`src/rtl/odly_pkg.sv`:
```
package odly_pkg;
  localparam int MODE_FIXED = 0;
  localparam int MODE_STEP  = 1;
  localparam int MODE_LOAD  = 2;

  typedef struct packed {
    logic doRst;
    logic doLoad;
    logic doInc;
    logic doDec;
    logic violation;
  } tap_cmd_t;
endpackage

```
`src/rtl/odly_ctrl.sv`:
```
module odly_ctrl
  import odly_pkg::*;
#(
  parameter int MODE = MODE_LOAD
) (
  input  logic     tapRst,
  input  logic     stepEn,
  input  logic     stepUp,
  input  logic     loadStb,
  output tap_cmd_t cmd
);
  localparam bit CAN_STEP = (MODE != MODE_FIXED);
  localparam bit CAN_LOAD = (MODE == MODE_LOAD);

  always_comb begin
    cmd = '0;
    if (tapRst) begin
      cmd.doRst = 1'b1;
    end else if (CAN_LOAD && loadStb) begin
      cmd.doLoad    = 1'b1;
      cmd.violation = stepEn;
    end else if (CAN_STEP && stepEn) begin
      cmd.doInc = stepUp;
      cmd.doDec = !stepUp;
    end
  end
endmodule

```
`src/rtl/odly_tap_dp.sv`:
```
module odly_tap_dp
  import odly_pkg::*;
#(
  parameter int TAP_W     = 9,
  parameter int RESET_TAP = 37
) (
  input  logic             clk,
  input  tap_cmd_t         cmd,
  input  logic [TAP_W-1:0] loadVal,
  output logic [TAP_W-1:0] tapQ,
  output logic             errQ
);
  localparam logic [TAP_W-1:0] DEF_TAP = TAP_W'(RESET_TAP);
  localparam logic [TAP_W-1:0] ONE     = TAP_W'(1);

  always_ff @(posedge clk) begin
    if (cmd.doRst) begin
      tapQ <= DEF_TAP;
      errQ <= 1'b0;
    end else begin
      if (cmd.doLoad)      tapQ <= loadVal;
      else if (cmd.doInc)  tapQ <= tapQ + ONE;
      else if (cmd.doDec)  tapQ <= tapQ - ONE;
      if (cmd.violation)   errQ <= 1'b1;
    end
  end
endmodule

```
`src/rtl/odly_tri_path.sv`:
```
module odly_tri_path #(
  parameter int SYNC_STAGES = 2
) (
  input  logic clk,
  input  logic triRst,
  input  logic triIn,
  output logic triOut
);
  logic [SYNC_STAGES-1:0] syncQ;
  logic relRst;

  always_ff @(posedge clk or posedge triRst) begin
    if (triRst) syncQ <= '1;
    else        syncQ <= {syncQ[SYNC_STAGES-2:0], 1'b0};
  end

  assign relRst = syncQ[SYNC_STAGES-1];

  always_ff @(posedge clk or posedge relRst) begin
    if (relRst) triOut <= 1'b0;
    else        triOut <= triIn;
  end
endmodule

```
`src/rtl/odly_tap_ctrl.sv`:
```
module odly_tap_ctrl
  import odly_pkg::*;
#(
  parameter int MODE        = MODE_LOAD,
  parameter int TAP_W       = 9,
  parameter int RESET_TAP   = 37,
  parameter int SYNC_STAGES = 2
) (
  input  logic             clk,
  input  logic             tapRst,
  input  logic             stepEn,
  input  logic             stepUp,
  input  logic             loadStb,
  input  logic [TAP_W-1:0] loadVal,
  output logic [TAP_W-1:0] tapCount,
  output logic             protoErr,
  input  logic             triRst,
  input  logic             triIn,
  output logic             triOut
);
  tap_cmd_t cmd;

  odly_ctrl #(.MODE(MODE)) u_ctrl (
    .tapRst(tapRst), .stepEn(stepEn), .stepUp(stepUp),
    .loadStb(loadStb), .cmd(cmd)
  );

  odly_tap_dp #(.TAP_W(TAP_W), .RESET_TAP(RESET_TAP)) u_dp (
    .clk(clk), .cmd(cmd), .loadVal(loadVal),
    .tapQ(tapCount), .errQ(protoErr)
  );

  odly_tri_path #(.SYNC_STAGES(SYNC_STAGES)) u_tri (
    .clk(clk), .triRst(triRst), .triIn(triIn), .triOut(triOut)
  );
endmodule

```
`config.mk`:
```
export PLATFORM = sky130hd
export DESIGN_NAME = odly_tap_ctrl
export DESIGN_NICKNAME = d
export VERILOG_FILES = /design/src/rtl/odly_pkg.sv /design/src/rtl/odly_ctrl.sv /design/src/rtl/odly_tap_dp.sv /design/src/rtl/odly_tri_path.sv /design/src/rtl/odly_tap_ctrl.sv
export SDC_FILE = /design/constraint.sdc
export NUM_CORES = 1
export LEC_CHECK = 0
export BUFFER_PORTS_ARGS = -buffer_cell sky130_fd_sc_hd__buf_2
export CAP_MARGIN = 5
export CORE_UTILIZATION = 30
export CTS_CLUSTER_SIZE = 24
export DETAILED_ROUTE_END_ITERATION = 16
export GPL_TIMING_DRIVEN = 0
export SETUP_SLACK_MARGIN = 0.3
export SYNTH_ARGS = -nofsm -noshare
export SYNTH_HDL_FRONTEND = slang
export SYNTH_SLANG_ARGS = --single-unit
```
`constraint.sdc`:
```
create_clock -name clk -period 0.8 [get_ports clk]
set_input_delay 0 -clock clk [delete_from_list [all_inputs] [get_ports clk]]
set_output_delay 0 -clock clk [all_outputs]
set_load 0.03 [all_outputs]
```
### Word-level counts from Yosys, hierarchy flattened

Index checks and enable logic that the tools add are counted.

| storage, ports and cells | value |
|---|---|
| bits in registers | 13 |
| output and inout port bits | 11 |
| logic and storage cells | 17 |

| operators by class | value |
|---|---|
| add/sub/neg operators | 2 |
| muxes and demuxes | 9 |
| reductions and logical operators | 2 |

Operator list:

| kind | count |
|---|---|
| two-way mux 9 bit | 3 |
| adder 9 x 1 -> 9 bit, second input constant | 1 |
| subtractor 9 x 1 -> 9 bit, second input constant | 1 |
| two-way mux 2 bit | 2 |
| two-way mux 4 bit | 1 |
| two-way mux 1 bit | 3 |
| nonzero test 3 bit | 1 |
| zero test 1 bit | 1 |

### Logic depth before layout (Yosys ltp)

| depth | value |
|---|---|
| depth after elaboration | 7 |
| mapped depth | 8 |

### Hierarchy

From an unflattened synthesis, not the netlist that was laid out.

| second synthesis, totals | value |
|---|---|
| cells, all modules | 104 |
| area total of the unflattened synthesis | 914.6 sq um |

Modules (own cells, without submodules):

| module | times used | cells each | area each (sq um) | seq. area each (sq um) |
|---|---|---|---|---|
| odly_tap_dp | 1 | 93 | 772.0 | 200.2 |
| odly_tri_path | 1 | 6 | 88.8 | 77.6 |
| odly_ctrl | 1 | 5 | 53.8 | 0.0 |

### Least setup slack after synthesis

No wires, ideal clock.

| timing | value |
|---|---|
| path kind | input to register |
| start | input loadStb |
| end | register u_dp.tapQ[8] |
| library setup time | 0.091 ns |
| arrival time | 2.151 ns |
| data required time | 0.709 ns |
| path slack | -1.442 ns |
| stages on the path | 8 |
| path buffers | 1 |
| cell sequence | buf_2 > nand4bb_1 > ha_1 > a211oi_2 > nor2_1 > o31a_1 > or3_1 > a311oi_1 |

| between the ends | value |
|---|---|
| longest elaborated chain between the ends | 4 |

RTL lines:

| what | RTL line | source |
|---|---|---|
| start, declared | odly_tap_ctrl.sv:13 | `input logic loadStb,` |
| two-way mux 2 bit | odly_ctrl.sv:19 | `end else if (CAN_LOAD && loadStb) begin` |
| two-way mux 4 bit * | odly_ctrl.sv:17 | `if (tapRst) begin` |
| two-way mux 9 bit | odly_tap_dp.sv:22 | `else if (cmd.doInc) tapQ <= tapQ + ONE;` |
| two-way mux 9 bit | odly_tap_dp.sv:21 | `if (cmd.doLoad) tapQ <= loadVal;` |
| end signal, assigned | odly_tap_dp.sv:21 |  |
| end signal, assigned | odly_tap_dp.sv:22 |  |
| end signal, assigned | odly_tap_dp.sv:23 | `else if (cmd.doDec) tapQ <= tapQ - ONE;` |
| end, declared | odly_tap_dp.sv:10 | `output logic [TAP_W-1:0] tapQ,` |

Mark *: on every way between the ends. The rest lies on a longest branch, timed or not.
A chain may end at the register's enable or synchronous reset.

### Final worst setup path

| timing | value |
|---|---|
| start | register u_dp.tapQ[0] |
| end | register u_dp.tapQ[8] |

| between the ends | value |
|---|---|
| longest elaborated chain between the ends | 4 |

RTL lines:

| what | RTL line |
|---|---|
| subtractor 9 x 1 -> 9 bit | odly_tap_dp.sv:23 |
| two-way mux 9 bit | odly_tap_dp.sv:23 |
| two-way mux 9 bit * | odly_tap_dp.sv:22 |
| two-way mux 9 bit * | odly_tap_dp.sv:21 |

Mark *: on every way between the ends. The rest lies on a longest branch, timed or not. The select of a mux whose other input is x is not followed.

==> results list <==
- Yosys warning total: 0
- In this run the static leakage power is 0.607 nW.
- Counting tap cells, the placed design contains a total of 152 instances.
* Count of buffers inserted at the top-level ports: 25
- In this run, the number of DRC markers left after iteration 0 of detailed routing was 3.
* Violated checks: negative hold slack, negative setup slack
* Post-synth top area cell: sky130_fd_sc_hd__dfxtp_1
- Number of buffers and inverters on the critical path: 0
- The die is 55.8 um wide.
* Net count of the mapped netlist: 120
- Of all flip-flops after synthesis, the portion carrying an async set or reset was a little under a quarter.
- Remaining Overflow, GRT: 0
* Number of H-tree levels: 1
* Buffer cell driving the clock tree root: sky130_fd_sc_hd__clkbuf_4
* Required arrival time at the worst endpoint: 0.99 ns
* Num CTS Buffers: 3
- Transition time at the pin with the least slew margin: 0.511 ns
- The first global-routing pass estimated 3950 um of wire.
- The max-slew violation total from the final report came to 0.
* Reg2Reg Depth: 6
- In this run the standard cell core region covers 2760 um2.
- Hold Fails Final Rpt: 9
- Share of cells above drive strength 1: 52.2%
* Number of distinct library cells after synthesis: 38
- Maximum achievable frequency: roughly 0.53 GHz
- Endpoint kind of the worst setup timing path: flop
- Top delay family on crit path: compound AO/OA/AOI/OAI gates
- Die outline height: between 50 and 60 um
- Slowest-stage cell, CP: sky130_fd_sc_hd__fa_2
- Avg Vias per Cell: 5.05
- Traced cell by cell, the critical path runs through fa_2 > nand3_2 > a21oi_2 > o31a_1 > or3_1 > a311oi_1.
* Area of the mapped netlist: 870 um2
- Post-synthesis xor/xnor area fraction: just over 6%
- Adder-cell share of the synthesized area: 12.4%
- Counting flops with a built-in enable in the synthesized netlist gives 0.
* Worst min-delay path category: primary input to flop
- Total half-perimeter wirelength after legalization and detailed placement: 1610 um
* Number of fillers in the final layout: ~270
- For this run, the register share of the synthesized area comes to 31.9%.
- Worst-case clock buffer depth: 2
- Multi-input gate area in the final layout: 669 um2
- Entering global routing, the biggest net connects 11 pins.
- For hold timing, the worst endpoint is u_dp.tapQ[2].
- Dividing the detail-routed wire length by the instance count gives 13.4 um.
- Once detail routing completed, the nets flagged for antenna violations numbered 0.
- The synthesized netlist devotes 14.4% of its cell area to simple gates.
- In the global route stage, overall resource usage came out at between 15 and 20%.
* Headroom to the max-slew limit: about 66%
* Beginning of the worst hold path: loadVal[2]
- WHS Path Cells: 2
- Worst Skew: 0.00239 ns
* Io pins: 27
- Of the available clock period, the critical path in the final layout requires 236%.
* Reg2reg start: u_dp.tapQ[0]
- Summed over all layers, the routed wires come to 2270 um.
* CTS clock-pin slew for the worst setup and hold paths: 0.09 ns
- TritonCTS clock tree: yes
* Combined flip-flop and latch cell area: 302 um2
- Final nets: 163
* Number of placement rows: 19
- The worst register-to-register path ends at u_dp.tapQ[8].
- Synthesized flop and latch total: 13
* Area fraction in compound gates after synthesis: 26.2%
- VDD sags by at most 0.749 mV.
* Vias: 853
- After synthesis, the largest family of logic cells by area is compound AO/OA/AOI/OAI gates.
- 0 antenna diodes ended up in the layout.
- At the end of routability-driven placement, the weighted congestion stood at 0.739.
* Post-route worst hold slack: -0.0701 ns
* Final setup viols: 13
* Delay contributed by the slowest stage of the critical path: 0.40 ns
- Unrepaired setup endpoints after global routing: yes
- Share of the synthesized area in the top cell type: 23.0%
* # Max-Cap Violations: 0
- The floorplan step defined a die boundary enclosing slightly above 3000 um2.
- Count of non-filler cells in the finished layout: 169
- Counting I/O delays and the setup requirement, the final critical path takes between 1.5 and 2 ns.
- A synthesized cell averages 9.06 um2.
- Compared with the post-synthesis result, the final layout area differs by 61.3%.
- Cells after Synth: 96
* Initial Util: 31.5%
* Number of global-route vias before repair: 913
- STA puts the critical path data arrival time at approximately 2.1 ns.
- Largest cells by area after synthesis: sky130_fd_sc_hd__dfxtp_1 23%, sky130_fd_sc_hd__ha_1 10%, sky130_fd_sc_hd__dfstp_2 6.0%
- The worst setup path is launched from a flop.
- The most common cell in the synthesized netlist is sky130_fd_sc_hd__dfxtp_1.
* Power density normalized to cell area: 1500 nW/um2
- The flow ran to the end, but the final reports show violations.
- Number of design rule violations left after detail routing: 0
- For flop-to-flop paths, the worst setup slack is -1.09 ns.
* Cts-stage hold buffer count: 2
- Total Negative Setup Slacks: -7.99 ns
- Final core occ: 50.9%
- The number of antenna violations at the first check in global routing is 0.
- Clock net sink count: 13
- Most used flip-flop cell after synthesis: sky130_fd_sc_hd__dfxtp_1
* Clock latency reported for the late side of the worst-skew pair: 0.28 ns
* Crit path setup slack, layout: -1.09 ns
* Worst setup path category: flop to flop
- First drt pass iteration count: 4
- Sorting the synthesized cells by how often they occur yields 10 x sky130_fd_sc_hd__dfxtp_1, 9 x sky130_fd_sc_hd__nor2_1, 7 x sky130_fd_sc_hd__a21oi_1, 7 x sky130_fd_sc_hd__ha_1.
* Mux share of post-synthesis cell area: 4.60%
- Along the worst path, the maximum fanout reaches 3.
## final cells by class
cell class	count	share of cell area (%)
Clock buffer	3	1.61
Sequential cell	13	21.5
Tap cell	31	2.77
Inverter	5	1.34
Clock inverter	1	0.357
Timing Repair Buffer	38	22.7
Buffer	4	1.96
Multi-Input combinational cell	74	47.7
## worst max-delay path by stage
stage	startpoint	end	slack, ns	depth (start not counted)
final	u_dp.tapQ[0]	u_dp.tapQ[8]	-1.09	6
after floorplan	loadStb	u_dp.tapQ[8]	-1.13	8
after CTS	u_dp.tapQ[3]	u_dp.tapQ[7]	-1.07	6
after global placement	tapRst	u_dp.tapQ[7]	-1.35	8
after global routing	u_dp.tapQ[0]	u_dp.tapQ[8]	-1.18	6
after detailed placement	tapRst	u_dp.tapQ[7]	-1.42	8
## registers in the layout, summed over array words and instances (netlist names)
signal,cells
u_dp.errQ,1
u_dp.tapQ,9
u_tri.syncQ,2
u_tri.triOut,1
## through the flow
step	power, mW	cell area, um2	setup WS, ns
final	2.11	1400	-1.09
after global routing	2.26	1400	-1.18
after CTS	2.10	1350	-1.07
after detailed placement	1.46	1100	-1.42
after global placement	1.44	1100	-1.35
after floorplan	1.29	941	-1.13
## routing by layer
metal	global-route usage (%)	vias to the layer above	routed length, um
li1	-	440	-
met1	19.6	391	1080
met2	27.9	20	1090
met3	3.72	2	84
met4	4.18	0	14
met5	0	-	0
## placed cells by master (no fill, tap or decap), types with 5 or more instances in the layout
master | netlist | layout
sky130_fd_sc_hd__buf_2 | 1 | 14
sky130_fd_sc_hd__inv_1 | 5 | 5
sky130_fd_sc_hd__nor2_1 | 9 | 9
sky130_fd_sc_hd__buf_4 | 0 | 5
sky130_fd_sc_hd__buf_6 | 0 | 17
sky130_fd_sc_hd__dfxtp_4 | 0 | 5
## logic make-up (layout without fill, tap and decap cells)
| kind of cell | count (synthesis) | count (layout) |
|---|---|---|
| AO/OA/AOI/OAI | 32 | 32 |
| AND/OR/NAND/NOR | 23 | 23 |
| flip-flops | 13 | 13 |
| buffers and inverters | 9 | 51 |
| adder cells (fa/ha/maj) | 8 | 8 |
| XOR/XNOR | 6 | 6 |
| multiplexers | 4 | 4 |
| other | 1 | 1 |
## power breakdown
part           switching [mW]  internal (mW)
clock                   0.230          0.185
sequential             0.0476          0.708
combinational           0.450          0.489
total                   0.728           1.38
## timing repair
item	in CTS	in global routing
hold endpoints to repair	12	4
resized for setup	38	8
endpoints found under the setup margin	22	22
buffers inserted	8	3
pin swaps	11	13
Note: power is estimated with default switching activity, not from simulation.
